<file path="config.mk">
export PLATFORM = sky130hd
export DESIGN_NAME = gpio_irq_detect
export DESIGN_NICKNAME = d
export VERILOG_FILES = /design/src/rtl/gpio_irq_pkg.sv /design/src/rtl/gpio_irq_sync.sv /design/src/rtl/gpio_irq_cfg.sv /design/src/rtl/gpio_irq_core.sv /design/src/rtl/gpio_irq_detect.sv
export SDC_FILE = /design/constraint.sdc
export NUM_CORES = 1
export LEC_CHECK = 0
export BUFFER_PORTS_ARGS = -buffer_cell sky130_fd_sc_hd__clkbuf_2
export CORE_UTILIZATION = 55
export CTS_CLUSTER_SIZE = 12
export DETAILED_ROUTE_END_ITERATION = 6
export PLACE_DENSITY = 0.77
export SLEW_MARGIN = 20
export SYNTH_ARGS = -nofsm -noshare
export SYNTH_HDL_FRONTEND = slang
export SYNTH_SLANG_ARGS = --single-unit
</file>
<file path="constraint.sdc">
create_clock -name clk -period 2.3 [get_ports clk]
set_clock_uncertainty 0.05 [all_clocks]
set_input_delay 0.46 -clock clk [delete_from_list [all_inputs] [get_ports clk]]
set_output_delay 0.46 -clock clk [all_outputs]
set_load 0.1 [all_outputs]
</file>
<file path="src/rtl/gpio_irq_pkg.sv">
package gpio_irq_pkg;
    localparam int ADDR_W = 8;
    localparam logic [ADDR_W-1:0] OFF_ENABLE = 8'h20;
    localparam logic [ADDR_W-1:0] OFF_RAW    = 8'h24;
    localparam logic [ADDR_W-1:0] OFF_MASKED = 8'h28;
    localparam logic [ADDR_W-1:0] OFF_MASK   = 8'h2C;
    localparam logic [ADDR_W-1:0] OFF_CLEAR  = 8'h30;
    localparam logic [ADDR_W-1:0] OFF_KIND   = 8'h34;
    localparam logic [ADDR_W-1:0] OFF_DUAL   = 8'h38;
    localparam logic [ADDR_W-1:0] OFF_POL    = 8'h3C;
endpackage

</file>
<file path="src/rtl/gpio_irq_sync.sv">
module gpio_irq_sync #(
    parameter int NPINS  = 32,
    parameter int STAGES = 2
) (
    input  logic             clk,
    input  logic             rst_n,
    input  logic [NPINS-1:0] async_in,
    output logic [NPINS-1:0] sync_out
);
    logic [NPINS-1:0] stage_d [STAGES];
    logic [NPINS-1:0] stage_q [STAGES];

    always_comb begin
        stage_d[0] = async_in;
        for (int s = 1; s < STAGES; s++) begin
            stage_d[s] = stage_q[s-1];
        end
    end

    generate
        for (genvar g = 0; g < STAGES; g++) begin : g_stage
            always_ff @(posedge clk) begin
                if (!rst_n) stage_q[g] <= '0;
                else        stage_q[g] <= stage_d[g];
            end
        end
    endgenerate

    assign sync_out = stage_q[STAGES-1];
endmodule

</file>
<file path="src/rtl/gpio_irq_cfg.sv">
module gpio_irq_cfg
    import gpio_irq_pkg::*;
#(
    parameter int NPINS = 32,
    parameter int DW    = 32
) (
    input  logic              clk,
    input  logic              rst_n,
    input  logic              wr,
    input  logic [ADDR_W-1:0] addr,
    input  logic [DW-1:0]     wdata,
    output logic [NPINS-1:0]  en,
    output logic [NPINS-1:0]  mask,
    output logic [NPINS-1:0]  kind,
    output logic [NPINS-1:0]  dual,
    output logic [NPINS-1:0]  pol,
    output logic [NPINS-1:0]  clr
);
    typedef struct packed {
        logic [NPINS-1:0] en;
        logic [NPINS-1:0] mask;
        logic [NPINS-1:0] kind;
        logic [NPINS-1:0] dual;
        logic [NPINS-1:0] pol;
    } cfg_t;

    cfg_t cfg_d, cfg_q;
    logic [NPINS-1:0] wbits;

    always_comb begin
        wbits = wdata[NPINS-1:0];
        cfg_d = cfg_q;
        clr   = '0;
        if (wr) begin
            case (addr)
                OFF_ENABLE: cfg_d.en   = wbits;
                OFF_MASK:   cfg_d.mask = wbits;
                OFF_KIND:   cfg_d.kind = wbits;
                OFF_DUAL:   cfg_d.dual = wbits;
                OFF_POL:    cfg_d.pol  = wbits;
                OFF_CLEAR:  clr        = wbits;
                default:    ;
            endcase
        end
    end

    always_ff @(posedge clk) begin
        if (!rst_n) cfg_q <= '0;
        else        cfg_q <= cfg_d;
    end

    assign en   = cfg_q.en;
    assign mask = cfg_q.mask;
    assign kind = cfg_q.kind;
    assign dual = cfg_q.dual;
    assign pol  = cfg_q.pol;

    assert_write_lands_R1: assert property (@(posedge clk) disable iff (!rst_n)
        (wr && addr == OFF_ENABLE) |=> (en == $past(wbits)));
endmodule

</file>
<file path="src/rtl/gpio_irq_core.sv">
module gpio_irq_core #(
    parameter int NPINS = 32
) (
    input  logic             clk,
    input  logic             rst_n,
    input  logic [NPINS-1:0] smp,
    input  logic [NPINS-1:0] en,
    input  logic [NPINS-1:0] kind,
    input  logic [NPINS-1:0] dual,
    input  logic [NPINS-1:0] pol,
    input  logic [NPINS-1:0] clr,
    output logic [NPINS-1:0] status
);
    typedef struct packed {
        logic [NPINS-1:0] prev;
        logic [NPINS-1:0] status;
    } core_t;

    core_t core_d, core_q;
    logic [NPINS-1:0] rise, fall, edge_hit, active;

    always_comb begin
        rise     = smp & ~core_q.prev;
        fall     = ~smp & core_q.prev;
        edge_hit = (dual & (rise | fall))
                 | (~dual & ~pol & rise)
                 | (~dual & pol & fall);
        active   = smp ^ pol;
        core_d.prev   = smp;
        core_d.status = (kind & en & active)
                      | (~kind & ((core_q.status & ~clr) | (en & edge_hit)));
    end

    always_ff @(posedge clk) begin
        if (!rst_n) core_q <= '0;
        else        core_q <= core_d;
    end

    assign status = core_q.status;

    assert_disabled_no_set_R6: assert property (@(posedge clk) disable iff (!rst_n)
        1'b1 |=> ((status & ~$past(en) & ~$past(status)) == '0));

    assert_clear_drops_R7: assert property (@(posedge clk) disable iff (!rst_n)
        1'b1 |=> ((status & $past(clr & ~kind & ~edge_hit)) == '0));

    assert_edge_wins_R8: assert property (@(posedge clk) disable iff (!rst_n)
        1'b1 |=> ((~status & $past(~kind & en & edge_hit)) == '0));

    assert_level_holds_R5: assert property (@(posedge clk) disable iff (!rst_n)
        1'b1 |=> ((~status & $past(kind & en & active & status)) == '0));
endmodule

</file>
<file path="src/rtl/gpio_irq_detect.sv">
module gpio_irq_detect
    import gpio_irq_pkg::*;
#(
    parameter int NPINS       = 32,
    parameter int DW          = 32,
    parameter int SYNC_STAGES = 2
) (
    input  logic              clk,
    input  logic              rst_n,
    input  logic [NPINS-1:0]  pin_in,
    input  logic [ADDR_W-1:0] bus_addr,
    input  logic              bus_wr,
    input  logic [DW-1:0]     bus_wdata,
    output logic [DW-1:0]     bus_rdata,
    output logic              irq_out
);
    typedef struct packed {
        logic [DW-1:0] rdata;
        logic          irq;
    } top_t;

    top_t top_d, top_q;
    logic [NPINS-1:0] smp, en, mask, kind, dual, pol, clr, raw, masked;

    function automatic logic [DW-1:0] widen(input logic [NPINS-1:0] v);
        logic [DW-1:0] r;
        r = '0;
        r[NPINS-1:0] = v;
        return r;
    endfunction

    gpio_irq_sync #(.NPINS(NPINS), .STAGES(SYNC_STAGES)) u_sync (
        .clk(clk), .rst_n(rst_n), .async_in(pin_in), .sync_out(smp)
    );

    gpio_irq_cfg #(.NPINS(NPINS), .DW(DW)) u_cfg (
        .clk(clk), .rst_n(rst_n), .wr(bus_wr), .addr(bus_addr),
        .wdata(bus_wdata), .en(en), .mask(mask), .kind(kind),
        .dual(dual), .pol(pol), .clr(clr)
    );

    gpio_irq_core #(.NPINS(NPINS)) u_core (
        .clk(clk), .rst_n(rst_n), .smp(smp), .en(en), .kind(kind),
        .dual(dual), .pol(pol), .clr(clr), .status(raw)
    );

    always_comb begin
        masked    = raw & ~mask;
        top_d.irq = |masked;
        case (bus_addr)
            OFF_ENABLE: top_d.rdata = widen(en);
            OFF_RAW:    top_d.rdata = widen(raw);
            OFF_MASKED: top_d.rdata = widen(masked);
            OFF_MASK:   top_d.rdata = widen(mask);
            OFF_KIND:   top_d.rdata = widen(kind);
            OFF_DUAL:   top_d.rdata = widen(dual);
            OFF_POL:    top_d.rdata = widen(pol);
            default:    top_d.rdata = '0;
        endcase
    end

    always_ff @(posedge clk) begin
        if (!rst_n) top_q <= '0;
        else        top_q <= top_d;
    end

    assign bus_rdata = top_q.rdata;
    assign irq_out   = top_q.irq;

    assert_irq_follows_R10: assert property (@(posedge clk) disable iff (!rst_n)
        1'b1 |=> (irq_out == ($past(raw & ~mask) != '0)));

    assert_masked_view_R9: assert property (@(posedge clk) disable iff (!rst_n)
        (bus_addr == OFF_MASKED) |=> (bus_rdata[NPINS-1:0] == ($past(raw) & ~$past(mask))));
endmodule

</file>
==> impl_metrics.toml, run 1 <==
[run]
drv_cap = 0

[power]
power.share.combinational_pct = 4.4
power_frac_clock_pct = 45.9
power_frac_seq_pct = 49.6
p_switching_mw = 2.51
switching_share_pct = 22.0
internal_power_mw = 8.92
leakage_nw = 6.13
ir_drop_mv = 0.688
power_density_nw_per_um2 = 689
design_power_total_mw = 11.4

[yosys]
synthAdderAreaFrac_pct = 5.50
synth_cell_type_count = 51
synth_area_leaders = "dfxtp_1 (44%), nand2_1 (9.8%), a21oi_1 (6.7%)"
synth-compound-area-share_pct = 17.4
synth_warnings = 0
synthMuxAreaShare_pct = 5.59
ys_seq_elements = 321
synth.avg_cell_area_um2 = 8.51
synth_top_area_cell = "dfxtp_1"
async_reset_ff_share_pct = 0
synth-seq-area-share_pct = 44.1
synth_common_cells = "nand2_1 (380), dfxtp_1 (321), a21oi_1 (194)"
synthXorXnorAreaFrac_pct = 1.92
synth_top_area_share_pct = 44.1
synth_cells = 1711
netlist_area_um2 = 14600
synth_top_flop_cell = "dfxtp_1"
synth_top_family_by_area = "simple AND/OR/NAND/NOR gates"
synth-edff-count = 0
synth.net_count = 1850
yosysMostFrequentCell = "nand2_1"
synth-simple-area-share_pct = 19.6

[drt]
first_pass_iters = 5
antenna_left = 0
viasPerCell = 5.88
routed_wl_um = 39700
wl_per_cell_um = 18.5
drt_iter0_markers = 1320
drc = 0
vias = 12600

[setup_path]
critPathBufInv = 1
crit_arrival_ns = 1.37
r2r_start = "u_sync.stage_q[1][24]"
crit_type = "reg -> out"
critPathTopFamily = "buffers and inverters"
cp.required_ns = 1.79
crit_path_start = "bus_rdata[13]"
path_cells = "clkbuf_2"
reg2reg_depth = 5
worstSetupStartpointType = "register"
reg2reg_to = "u_core.status[24]"
crit_fanout = 1
cp-end-kind = "output pin"
crit_slowest_cell = "clkbuf_2"
r2r_slack_ns = 0.68
slowest_delay_ns = 0.48

[sta]
fin_setup_tns_ns = 0
hold_viol = 0
hold_slack_ns = 0.0969
fmax_ghz = 0.531
fin_crit_ns = 1.88
slew_viol_final = 0
timing.final.crit_share_pct = 81.9
tightest_slew_ns = 0.621
rsz0062_at_grt = "false"
setup_viol = 0
timing.slew.headroom_pct = 58.6

[floorplanning]
row_count = 59
dieArea_um2 = 27100
initial_utilization_pct = 56.1
io_pins = 108
die_y_um = 165
core_um2 = 26000
fp.dieW_um = 165

[final_layout]
nets = 1928
num_antenna_cells = 0
drive_gt1_share_pct = 14.8
area_delta_synth_final_pct = 13.9
fin_util_pct = 63.9
fillers = 2203
instances_no_fill = 2141

[clock_network]
cts_root_buf = "clkbuf_16"
cts_buffers = 34
htreeDepth = 2
postCtsSetupBuffers = 0
clkSinkCount = 321
clkLatencyLatePin_ns = 0.51
cts_tree = "built"
hold_buffers = 0
cts_resized = 0
clock_path_buffers = 3
clkTransAtPathRegs_ns = 0.06

[global_route]
grt_max_degree = 121
grt-ovfl-total = 0
track_usage_pct = 29.7
grt_first_pass_wirelength_um = 63200
antenna_found_initial = 0
grt_pass1_vias = 12200

[placed_design]
io_buffer_count = 107
place_inst = 2088
routabilityCongestion = 0.841
dp_hpwl_um = 24600

[run_status]
status = "complete, no violations"

[min_path]
hold_start = "pin_in[14]"
hold_depth = 2
hp-class = "in -> reg"
worstHoldEndpoint = "u_sync.stage_q[0][14]"
-- worst max path at each step --
stage / endpoint / slack, ns / cells past startpoint
after CTS: bus_rdata[13] / 0.40 / 1
final: bus_rdata[13] / 0.42 / 1
after floorplan: bus_rdata[31] / 0.54 / 5
after global routing: bus_rdata[13] / 0.36 / 1
after global placement: bus_rdata[24] / 0.27 / 6
after detailed placement: bus_rdata[24] / 0.21 / 6
-- cells in the final DEF, fill, tap and decap left out, drive strengths merged, types with 4 or more instances in the layout --
| master | instances |
|---|---|
| mux2i | 6 |
| xor2 | 32 |
| o22a | 6 |
| o21a | 4 |
| a221oi | 32 |
| nor4 | 5 |
| dfxtp | 321 |
| or3b | 4 |
| buf | 41 |
| and2 | 64 |
| o311ai | 32 |
| mux2 | 65 |
| clkbuf | 154 |
| inv | 110 |
| ha | 64 |
| nand4 | 7 |
| nor3b | 29 |
| nor2 | 35 |
| nand2b | 21 |
| o22ai | 5 |
| a21oi | 194 |
| a2bb2oi | 25 |
| o21ai | 74 |
| nand3b | 32 |
| nand3 | 4 |
| nand2 | 380 |
| o31ai | 7 |
| a22oi | 31 |
-- per-layer routing --
metal | track usage (%) | vias up | wire, µm
met4 | 12.1 | 0 | 1350
met1 | 39.9 | 5961 | 16800
met3 | 4.90 | 113 | 3320
met5 | 0 | - | 0
li1 | - | 5978 | -
met2 | 47.5 | 547 | 18200
-- through the flow --
stage / setup slack (ns) / instance area (µm²)
floorplan: 0.541 / 14600
finish: 0.416 / 16600
global placement: 0.269 / 15600
CTS: 0.398 / 16600
global route: 0.361 / 16600
detailed placement: 0.205 / 15600
-- cells by family (layout without fill, tap and decap cells) --
| logic type | after synthesis | count (layout) |
|---|---|---|
| buffers and inverters | 213 | 308 |
| AO/OA/AOI/OAI | 412 | 412 |
| XOR/XNOR | 32 | 32 |
| AND/OR/NAND/NOR | 597 | 597 |
| flip-flops | 321 | 321 |
| adder cells (fa/ha/maj) | 64 | 64 |
| multiplexers | 72 | 72 |
-- cell type report --
| cell class | count | area (µm²) | share of cell area (%) |
|---|---|---|---|
| multi-input cells | 1177 | 7290 | 43.9 |
| flip-flops and latches | 321 | 6430 | 38.7 |
| repair buffers | 147 | 1000 | 6.03 |
| clock buffers | 48 | 953 | 5.74 |
| well taps | 335 | 419 | 2.53 |
| inverters | 108 | 410 | 2.47 |
| clock inverters | 5 | 93.8 | 0.565 |
-- registers in the layout, summed over array words and instances (netlist names) --
| register | count |
|---|---|
| u_core.core_q | 32 |
| u_cfg.pol | 32 |
| u_cfg.kind | 32 |
| u_cfg.mask | 32 |
| u_cfg.en | 32 |
| bus_rdata | 32 |
| irq_out | 1 |
| u_core.status | 32 |
| u_sync.stage_q | 64 |
| u_cfg.dual | 32 |
-- power groups by stage --
stage / Combinational [mW] / Clock, mW / Sequential, mW
after detailed placement: 0.501 / 0 / 5.80
after CTS: 0.504 / 5.35 / 5.67
after global placement: 0.488 / 0 / 5.79
after floorplan: 0.285 / 0 / 5.78
after global routing: 0.558 / 5.57 / 5.68
final: 0.508 / 5.25 / 5.67
-- worst reg2reg max path, cell delays in order, from the launching register on --
cell	delay, ns
dfxtp_1	0.39
inv_1	0.08
ha_1	0.19
mux2_2	0.25
o311ai_0	0.38
a221oi_1	0.14
(Power assumes the default switching activity.)
==> run 2: changes to the inputs <==
--- a/config.mk
+++ b/config.mk
@@ -5,11 +5,12 @@
 export SDC_FILE = /design/constraint.sdc
 export NUM_CORES = 1
 export LEC_CHECK = 0
+export ABC_AREA = 1
 export BUFFER_PORTS_ARGS = -buffer_cell sky130_fd_sc_hd__clkbuf_2
 export CORE_UTILIZATION = 55
 export CTS_CLUSTER_SIZE = 12
 export DETAILED_ROUTE_END_ITERATION = 6
-export PLACE_DENSITY = 0.77
+export PLACE_DENSITY = 0.8
 export SLEW_MARGIN = 20
 export SYNTH_ARGS = -nofsm -noshare
 export SYNTH_HDL_FRONTEND = slang
==> constraint.sdc (replaced) <==
create_clock -name clk -period 1.5 [get_ports clk]
set_clock_uncertainty 0.05 [all_clocks]
set_input_delay 0.3 -clock clk [delete_from_list [all_inputs] [get_ports clk]]
set_output_delay 0.3 -clock clk [all_outputs]
set_load 0.1 [all_outputs]
==> impl_metrics.toml, run 2 <==
[final_layout]
design_area_um2 = 18100
largest-register = "u_sync.stage_q"
num_antenna_cells = 0
layout_commonest_cell = "nand2_1"
drive_gt1_share_pct = 10.4
area_delta_synth_final_pct = 18.8
register_area_um2 = 6430
largest_reg_flops = 64
fillers = 2255
nets = 2451
multi_input_area_um2 = 6940
final_cell_mix = "nand2_1 (359), inv_1 (355), dfxtp_1 (317)"

[power]
power_frac_seq_pct = 48.3
power_density_nw_per_um2 = 998
p_switching_mw = 4.08
internal_power_mw = 14.0
switching_share_pct = 22.6
ir_drop_mv = 0.984
power_frac_clock_pct = 46.1
power.share.combinational_pct = 5.5
leakage_nw = 7.83

[global_route]
antenna_found_initial = 0
track_usage_pct = 28.6
grt_first_pass_wirelength_um = 66600
grt-ovfl-total = 0
grt_max_degree = 81
grt_pass1_vias = 14000

[yosys]
ys_seq_elements = 321
netlist_area_um2 = 15200
synth_top_family_by_area = "simple AND/OR/NAND/NOR gates"
synthXorXnorAreaFrac_pct = 0
synthAdderAreaFrac_pct = 5.26
async_reset_ff_share_pct = 0
synth-compound-area-share_pct = 18.7
synth.net_count = 2330
synth-seq-area-share_pct = 42.2
yosysMostFrequentCell = "nand2_1"
synth_top_area_cell = "dfxtp_1"
synth_warnings = 0
synth-simple-area-share_pct = 21.5
synth_cells = 2191
synth.avg_cell_area_um2 = 6.95
synth_area_leaders = "dfxtp_1 (42%), nand2_1 (8.9%), inv_1 (8.8%)"
synth_cell_type_count = 22
synth_top_area_share_pct = 42.2
synthMuxAreaShare_pct = 0
synth-edff-count = 0
synth_common_cells = "nand2_1 (359), inv_1 (355), dfxtp_1 (321)"
synth_top_flop_cell = "dfxtp_1"

[placed_design]
dp_hpwl_um = 26200
dpl_cell_area_um2 = 16500
routabilityCongestion = 0.884
io_buffer_count = 107

[setup_path]
worstSetupStartpointType = "register"
slowest_delay_ns = 0.39
crit_fanout = 1
cp.required_ns = 1.15
path_cells = "buf_6"
crit_type = "reg -> out"
critPathTopFamily = "flip-flops"
critPathBufInv = 1
cp-end-kind = "output pin"
crit_slowest_cell = "dfxtp_1"
crit_arrival_ns = 1.14

[clock_network]
cts_buffers = 36
cts_root_buf = "clkbuf_16"
clkLatencyLatePin_ns = 0.51
htreeDepth = 2
postCtsSetupBuffers = 0
clkTransAtPathRegs_ns = 0.06
cts_tree = "built"
clkSinkCount = 321
clock_path_buffers = 3

[run_status]
status = "complete, no violations"

[drt]
wl_per_cell_um = 15.0
antenna_left = 0
vias = 14500
drc = 0
drt_iter0_markers = 1220
routed_wl_um = 40100
viasPerCell = 5.42
first_pass_iters = 7

[floorplanning]
core_um2 = 27000
die_y_um = 168
initial_utilization_pct = 56.3
io_pins = 108
dieArea_um2 = 28400
fp.dieW_um = 168
row_count = 60

[run]
drv_cap = 0

[sta]
tightest_slew_ns = 0.342
slew_viol_final = 0
hold_viol = 0
fin_setup_tns_ns = 0
timing.final.crit_share_pct = 99.7
fin_crit_ns = 1.49
rsz0062_at_grt = "false"
setup_viol = 0
fmax_ghz = 0.669
timing.slew.headroom_pct = 77.2

[min_path]
hp-class = "in -> reg"
-- run 2: changes by cell type after synthesis, moves of 25 or more --
cell	delta
a21boi_0	+32
a21oi_1	+31
a221oi_1	-32
a22oi_1	-31
a2bb2oi_1	-25
and2_1	-64
inv_1	+248
mux2_2	-65
nand3_1	+168
nor2_1	+178
nor3b_1	-28
o21ai_0	+199
o311ai_0	-32
xor2_1	-32
-- run 2: per-layer routing --
| metal | part of all wire (%) | global-route usage (%) |
|---|---|---|
| met1 | 42 | 35.4 |
| met2 | 47 | 48.4 |
| met3 | 7.2 | 4.09 |
| met4 | 4.1 | 14.5 |
| met5 | 0 | 0 |
-- run 2: power by group through the flow --
| stage | Clock [mW] | Sequential, mW | Combinational, mW |
|---|---|---|---|
| 6_report | 8.32 | 8.72 | 0.999 |
| 5_1_grt | 8.82 | 8.72 | 1.12 |
| 4_1_cts | 8.43 | 8.71 | 0.990 |
| 3_5_place_dp | 0 | 8.90 | 0.916 |
| 3_3_place_gp | 0 | 8.90 | 0.887 |
| 2_1_floorplan | 0 | 8.88 | 0.527 |
-- run 2: through the flow --
step / worst slack (ns) / total power [mW] / cells / hold WS [ns] / util (%)
after global placement: -0.177 / 9.78 / 2583 / 0.342 / 61.2
after global routing: 0.00290 / 18.7 / 2675 / 0.0731 / 66.9
after floorplan: 0.137 / 9.41 / 2191 / 0.340 / -
after detailed placement: -0.190 / 9.82 / 2583 / 0.345 / 61.2
after CTS: 0.000979 / 18.1 / 2675 / 0.0635 / 66.8
final: 0.00505 / 18.0 / 2675 / 0.0595 / 66.9
-- run 2: cells by family (layout without fill, tap and decap cells) --
family / after synthesis / after routing
simple gates: 778 / 778
compound gates: 553 / 553
buf+inv: 475 / 618
flops: 321 / 321
fa+ha+maj: 64 / 64
-- run 2: repair_timing --
| action | CTS | global route |
|---|---|---|
| hold buffers | 32 | 0 |
| resized for setup | 22 | 13 |
| endpoints found under the hold margin | 32 | 0 |
| endpoints found under the setup margin | 16 | 11 |
| pin swaps | 0 | 0 |
-- run 2: area by class of cell --
class                           count  area share (%)
Sequential cell                   321            35.6
Timing Repair Buffer              198            10.0
Tap cell                          341            2.36
Clock buffer                       52            5.93
Multi-Input combinational cell   1395            38.4
Inverter                          360            7.47
Clock inverter                      8           0.242
-- run 2: path summary, 6_finish.rpt --
path / start / end / slack, ns / cells after the start
hold / removal: rst_n / u_sync.stage_q[1][6] / 0.06 / 3
setup reg to reg: u_sync.stage_q[1][9] / u_core.status[9] / 0.11 / 7
hold reg to reg: u_sync.stage_q[0][18] / u_sync.stage_q[1][18] / 0.36 / 2
setup / recovery: bus_rdata[13] / bus_rdata[13] / 0.005 / 1
-- run 2: worst register-to-register path, cell delays in order (launching register included) --
cell and delay [ns]:
dfxtp_1 0.42, inv_1 0.10, ha_1 0.30, nor2_1 0.11
nor2_1 0.04, o21ai_0 0.08, nand2_1 0.07, a21oi_1 0.15
